<file path="src/rtl/vbw_pkg.sv">
package vbw_pkg;
  typedef enum logic {
    GP_VBLANK = 1'b0,
    GP_ALT    = 1'b1
  } gp_fn_e;

  localparam int unsigned EDGE_START = 0;
  localparam int unsigned EDGE_STOP  = 1;
  localparam int unsigned N_EDGES    = 2;
endpackage

</file>
<file path="src/rtl/vbw_ofs_decode.sv">
// Offset code -> signed line delta; msb set means earlier, all-ones is the extreme.
module vbw_ofs_decode #(
  parameter int unsigned OFS_W = 8
) (
  input  logic [OFS_W-1:0]        code_i,
  output logic signed [OFS_W:0]   delta_o
);
  localparam logic signed [OFS_W:0] MIN_D = {2'b11, {(OFS_W-1){1'b0}}};

  logic [OFS_W-2:0] mag;
  assign mag = code_i[OFS_W-2:0];

  always_comb begin
    if (!code_i[OFS_W-1])  delta_o = $signed({2'b00, mag});
    else if (&code_i)      delta_o = MIN_D;
    else                   delta_o = -$signed({2'b00, mag});
  end
endmodule

</file>
<file path="src/rtl/vbw_edge_calc.sv">
module vbw_edge_calc #(
  parameter int unsigned LINE_W = 10,
  parameter int unsigned OFS_W  = 8
) (
  input  logic [LINE_W-1:0]       std_line_i,
  input  logic signed [OFS_W:0]   delta_i,
  input  logic [LINE_W-1:0]       lines_i,
  output logic [LINE_W-1:0]       eff_o
);
  localparam int unsigned SUM_W = LINE_W + 2;

  logic signed [SUM_W-1:0] sum, n_ext, wrapped;

  assign n_ext = $signed({2'b00, lines_i});
  assign sum   = $signed({2'b00, std_line_i}) +
                 $signed({{(SUM_W-OFS_W-1){delta_i[OFS_W]}}, delta_i});

  always_comb begin
    if (sum < 0)           wrapped = sum + n_ext;
    else if (sum >= n_ext) wrapped = sum - n_ext;
    else                   wrapped = sum;
  end

  assign eff_o = wrapped[LINE_W-1:0];
endmodule

</file>
<file path="src/rtl/vbw_window.sv">
module vbw_window #(
  parameter int unsigned LINE_W = 10
) (
  input  logic              clk_i,
  input  logic              rst_ni,
  input  logic              line_stb_i,
  input  logic [LINE_W-1:0] line_idx_i,
  input  logic [LINE_W-1:0] start_i,
  input  logic [LINE_W-1:0] stop_i,
  input  logic [LINE_W-1:0] lines_i,
  output logic              flag_o
);
  logic in_win, flag_q;

  always_comb begin
    if (start_i == stop_i)     in_win = 1'b0;
    else if (start_i < stop_i) in_win = (line_idx_i >= start_i) && (line_idx_i < stop_i);
    else                       in_win = (line_idx_i >= start_i) || (line_idx_i < stop_i);
  end

  always_ff @(posedge clk_i or negedge rst_ni) begin
    if (!rst_ni)         flag_q <= 1'b0;
    else if (line_stb_i) flag_q <= in_win;
  end

  assign flag_o = flag_q;

  assert_hold_no_stb_R7: assert property (@(posedge clk_i) disable iff (!rst_ni)
    !line_stb_i |=> $stable(flag_q));

  assert_start_line_set_R4: assert property (@(posedge clk_i) disable iff (!rst_ni)
    (line_stb_i && line_idx_i == start_i && start_i != stop_i && start_i < lines_i)
      |=> flag_q);
endmodule

</file>
<file path="src/rtl/vblank_window_gen.sv">
module vblank_window_gen
  import vbw_pkg::*;
#(
  parameter int unsigned LINE_W = 10,
  parameter int unsigned OFS_W  = 8
) (
  input  logic              clk_i,
  input  logic              rst_ni,
  input  logic              line_stb_i,
  input  logic              field_start_i,
  input  logic [LINE_W-1:0] line_idx_i,
  input  logic [LINE_W-1:0] lines_per_field_i,
  input  logic [LINE_W-1:0] std_start_i,
  input  logic [LINE_W-1:0] std_stop_i,
  input  logic [OFS_W-1:0]  start_ofs_i,
  input  logic [OFS_W-1:0]  stop_ofs_i,
  input  logic              gp_sel_i,
  input  logic              alt_i,
  output logic              vblank_o,
  output logic              gp_o,
  output logic              luma_byp_o
);
  logic [N_EDGES-1:0][OFS_W-1:0]  code_live, code_q, code_use;
  logic [N_EDGES-1:0][LINE_W-1:0] std_line, eff_line;
  logic signed [OFS_W:0]          delta [N_EDGES];
  logic                           win_flag;

  assign code_live[EDGE_START] = start_ofs_i;
  assign code_live[EDGE_STOP]  = stop_ofs_i;
  assign std_line[EDGE_START]  = std_start_i;
  assign std_line[EDGE_STOP]   = std_stop_i;

  for (genvar e = 0; e < N_EDGES; e++) begin : g_edge
    // shadow code, refreshed only at field start
    always_ff @(posedge clk_i or negedge rst_ni) begin
      if (!rst_ni)            code_q[e] <= '0;
      else if (field_start_i) code_q[e] <= code_live[e];
    end

    assign code_use[e] = field_start_i ? code_live[e] : code_q[e];

    vbw_ofs_decode #(.OFS_W(OFS_W)) u_dec (
      .code_i  (code_use[e]),
      .delta_o (delta[e])
    );

    vbw_edge_calc #(.LINE_W(LINE_W), .OFS_W(OFS_W)) u_calc (
      .std_line_i (std_line[e]),
      .delta_i    (delta[e]),
      .lines_i    (lines_per_field_i),
      .eff_o      (eff_line[e])
    );

    assert_eff_in_field_R5: assert property (@(posedge clk_i) disable iff (!rst_ni)
      (std_line[e] < lines_per_field_i && lines_per_field_i > LINE_W'(2**(OFS_W-1)))
        |-> eff_line[e] < lines_per_field_i);

    assert_code_hold_R6: assert property (@(posedge clk_i) disable iff (!rst_ni)
      !field_start_i |=> $stable(code_q[e]));
  end

  vbw_window #(.LINE_W(LINE_W)) u_win (
    .clk_i      (clk_i),
    .rst_ni     (rst_ni),
    .line_stb_i (line_stb_i),
    .line_idx_i (line_idx_i),
    .start_i    (eff_line[EDGE_START]),
    .stop_i     (eff_line[EDGE_STOP]),
    .lines_i    (lines_per_field_i),
    .flag_o     (win_flag)
  );

  assign vblank_o   = win_flag;
  assign luma_byp_o = win_flag;
  assign gp_o       = (gp_fn_e'(gp_sel_i) == GP_ALT) ? alt_i : win_flag;
endmodule

</file>
<file path="config.mk">
export PLATFORM = sky130hd
export DESIGN_NAME = vblank_window_gen
export DESIGN_NICKNAME = d
export VERILOG_FILES = /design/src/rtl/vbw_pkg.sv /design/src/rtl/vbw_ofs_decode.sv /design/src/rtl/vbw_edge_calc.sv /design/src/rtl/vbw_window.sv /design/src/rtl/vblank_window_gen.sv
export SDC_FILE = /design/constraint.sdc
export NUM_CORES = 1
export LEC_CHECK = 0
export CAP_MARGIN = 20
export CORE_UTILIZATION = 35
export DETAILED_ROUTE_END_ITERATION = 6
export DONT_BUFFER_PORTS = 1
export PLACE_DENSITY = 0.53
export SLEW_MARGIN = 40
export SYNTH_ARGS = -nofsm -noshare
export SYNTH_HDL_FRONTEND = slang
export SYNTH_HIERARCHICAL = 1
export SYNTH_SLANG_ARGS = --single-unit
</file>
<file path="constraint.sdc">
create_clock -name clk_i -period 7.6 [get_ports clk_i]
set_clock_uncertainty 0.2 [all_clocks]
set_input_delay 0.38 -clock clk_i [delete_from_list [all_inputs] [get_ports clk_i]]
set_output_delay 0.38 -clock clk_i [all_outputs]
set_load 0.03 [all_outputs]
</file>
==> results.cfg <==
[timing]
hold_viol = 0
rsz0062_at_grt = false
fin_tns_setup_ns = 0
clock.fmax_mhz = 147
slew_headroom_pct = 49.9
final-max-slew-violation-count = 0
fin_crit_ns = 6.79
fin_crit_sh_pct = 89.4
setup_viol = 0
tightest_slew_ns = 0.741

[synthesis]
synth.mux.area_fraction_pct = 5.16
synth-simple-area-share_pct = 19.0
synth-edff-count = 0
synth-compound-area-share_pct = 28.2
synth.avg_cell_area_um2 = 8.02
synth_top_family_by_area = compound AO/OA/AOI/OAI gates
ys.warnings.count = 6
synth_xor_area_share_pct = 5.04
synth_seq_cells = 17
synth_adder_area_share_pct = 25.7
synth.top_cell.area_share_pct = 23.1
ys.flop_type = dfrtp_1
syn-num-nets = 790
async_flop_share_pct = 100
synth.largest_area_cell = ha_1
yosysSeqAreaShare_pct = 8.43
synth.area.top_cells = ha_1 (23%), dfrtp_1 (8.4%), inv_1 (5.7%), a21oi_1 (4.0%), nor2_1 (3.6%)
syn_area_um2 = 5040
synth_cell_types = 87
netlist_instances = 629

[min_path]
holdPathEnd = u_win/flag_o$_DFFE_PN0P_
hold_class = in -> reg
hold_depth = 1
min-delay-start = line_stb_i

[route]
first_pass_iters = 4
vias_per_cell = 5.73
avgRoutedWirePerCell_um = 17.2
antenna_left = 0
drt_iter0_markers = 196
vias = 4562
drt-total-wl_um = 13700
drc = 0

[critical_path]
crit_type = reg -> reg
critPathSlowestCell = or4_1
r2r_slack_ns = 0.81
cp_common_cell = ha_1
crit_arrival_ns = 6.72
startpoint = code_q[8]$_DFF_PN0_
cp_max_fo = 16
r2r_cells = 26
cp_data_required_time_ns = 7.52
critPathMaxStageDelay_ns = 0.55
worstSetupStartpointType = flip-flop
r2r-end = u_win/flag_o$_DFFE_PN0P_
end_kind = flip-flop
worstReg2RegStart = code_q[8]$_DFF_PN0_

[clock_network]
cts_resized = 0
cts.sinks = 17
numCtsBuffers = 3
clkLatencyLatePin_ns = 0.24
post_cts.repair.setup_buffers = 0
clock_path_buffers = 2
htreeDepth = 1
ctsRootBufferMaster = clkbuf_16
path_clk_slew_ns = 0.05
cts_tree = built

[place]
dp_cells = 790
gp_congestion = 0.876
portBuffers = 0
dp_hpwl_um = 11600

[floorplan]
initial_core_util_pct = 36.1
fp-row-count = 43
die_w_um = 122
die_h_um = 122
die_area_um2 = 14900
core_area_um2 = 14000
io_pins = 65

[global_routing]
grt_use_met1_pct = 23.6
grt_pass1_wl_um = 22000
grtUsageMet2_pct = 31.1
grt.met3_usage_pct = 4.54
grt-ovfl-total = 0
grt_max_degree = 18
grtUsageTotal_pct = 18.5
top_usage_layer = met2
antenna_found_initial = 0
grt_pass1_vias = 4436

[finish]
syn_to_final_growth_pct = 3.92
fin_nets = 778
layout_commonest_cell = ha_1
drive_above_1_share_pct = 9.74
num_antenna_cells = 0
layout_common_cells = ha_1 (93), inv_1 (77), nor2_1 (49)
finalNonFillerCells = 796
postLayoutCoreUtil_pct = 37.5

[power]
p_leak_nw = 2.37
power_density_nw_per_um2 = 347
ir_drop_v = 0.000182

[run_status]
status = finished clean

[flow_run]
timing.max_cap.violations = 0
stage by stage:
step	worst slack, ns	total power, mW	hold WS, ns	area, um^2
3_3_place_gp	1.02	1.65	-0.115	5140
3_5_place_dp	0.821	1.69	-0.115	5140
5_1_grt	0.362	2.02	0.0323	5240
4_1_cts	0.840	1.81	0.0306	5230
2_1_floorplan	1.14	1.37	-0.116	5040
6_report	0.805	1.82	0.0334	5240
worst max path at each step:
stage                                     endpoint  slack, ns
after floorplan           u_win/flag_o$_DFFE_PN0P_       1.14
after global placement    u_win/flag_o$_DFFE_PN0P_       1.02
after detailed placement  u_win/flag_o$_DFFE_PN0P_       0.82
after CTS                 u_win/flag_o$_DFFE_PN0P_       0.84
after global routing      u_win/flag_o$_DFFE_PN0P_       0.36
final                     u_win/flag_o$_DFFE_PN0P_       0.81
sequential cells by signal, summed over array words and instances (netlist names):
register	cells
code_q	16
u_win/flag_o	1
synth_stat cells (4+ instances only):
master    count
o31ai_1       4
nand4_1      11
fa_1          6
mux2_2        8
nand2_1      33
o311ai_0      5
a221o_1       8
nand3_1      11
inv_1        77
o21ai_0      15
a21boi_0      5
o31a_1        4
o211ai_1      9
a21oi_1      40
ha_1         93
buf_6         5
a21oi_2       5
nor4_1        9
and2_1        4
o21a_1       10
nor2b_1       9
a21o_1        9
xor2_1        8
o21bai_1      8
nand2b_1     10
o221ai_1      4
dfrtp_1      17
mux2_4       10
clkbuf_1     10
nor2_1       49
a211o_1       4
a211oi_1      8
xnor2_1      21
nor3_1       15
or3_1         5
final cells by class:
class / count / area, um^2
fill: 1482 / 8750
multi-input combinational: 515 / 4200
sequential: 17 / 425
inverter: 77 / 289
tap: 180 / 225
clock buffer: 4 / 78.8
timing repair buffer: 3 / 22.5
cell families after synthesis:
logic type	Yosys count
AO/OA/AOI/OAI	185
XOR/XNOR	29
buffers and inverters	97
AND/OR/NAND/NOR	181
flip-flops	17
multiplexers	20
adder cells (fa/ha/maj)	100
report_power, final:
group / internal [mW] / switching, mW
Sequential: 0.102 / 0.0171
Combinational: 0.658 / 0.939
Clock: 0.0710 / 0.0305
Total: 0.831 / 0.987
what timing repair did:
item                                   CTS  global route
endpoints found under the hold margin   17            17
hold buffers                             1             1
setup endpoints to repair                0             0
layer usage:
metal	wire (um)	share of wire (%)	up-vias
met2	6230	46	119
li1	-	-	2281
met1	6120	45	2146
met5	0	0	-
met4	282	2.1	0
met3	1040	7.6	16
critical path, delay by kind of cell (launching register included):
family | cells | cell delay (ns)
AO/OA/AOI/OAI | 11 | 2.12
XOR/XNOR | 2 | 0.43
flip-flops | 1 | 0.36
adder cells (fa/ha/maj) | 4 | 1.32
AND/OR/NAND/NOR | 7 | 1.87
multiplexers | 1 | 0.30
buffers and inverters | 1 | 0.06
Note: power is estimated with default switching activity, not from simulation.
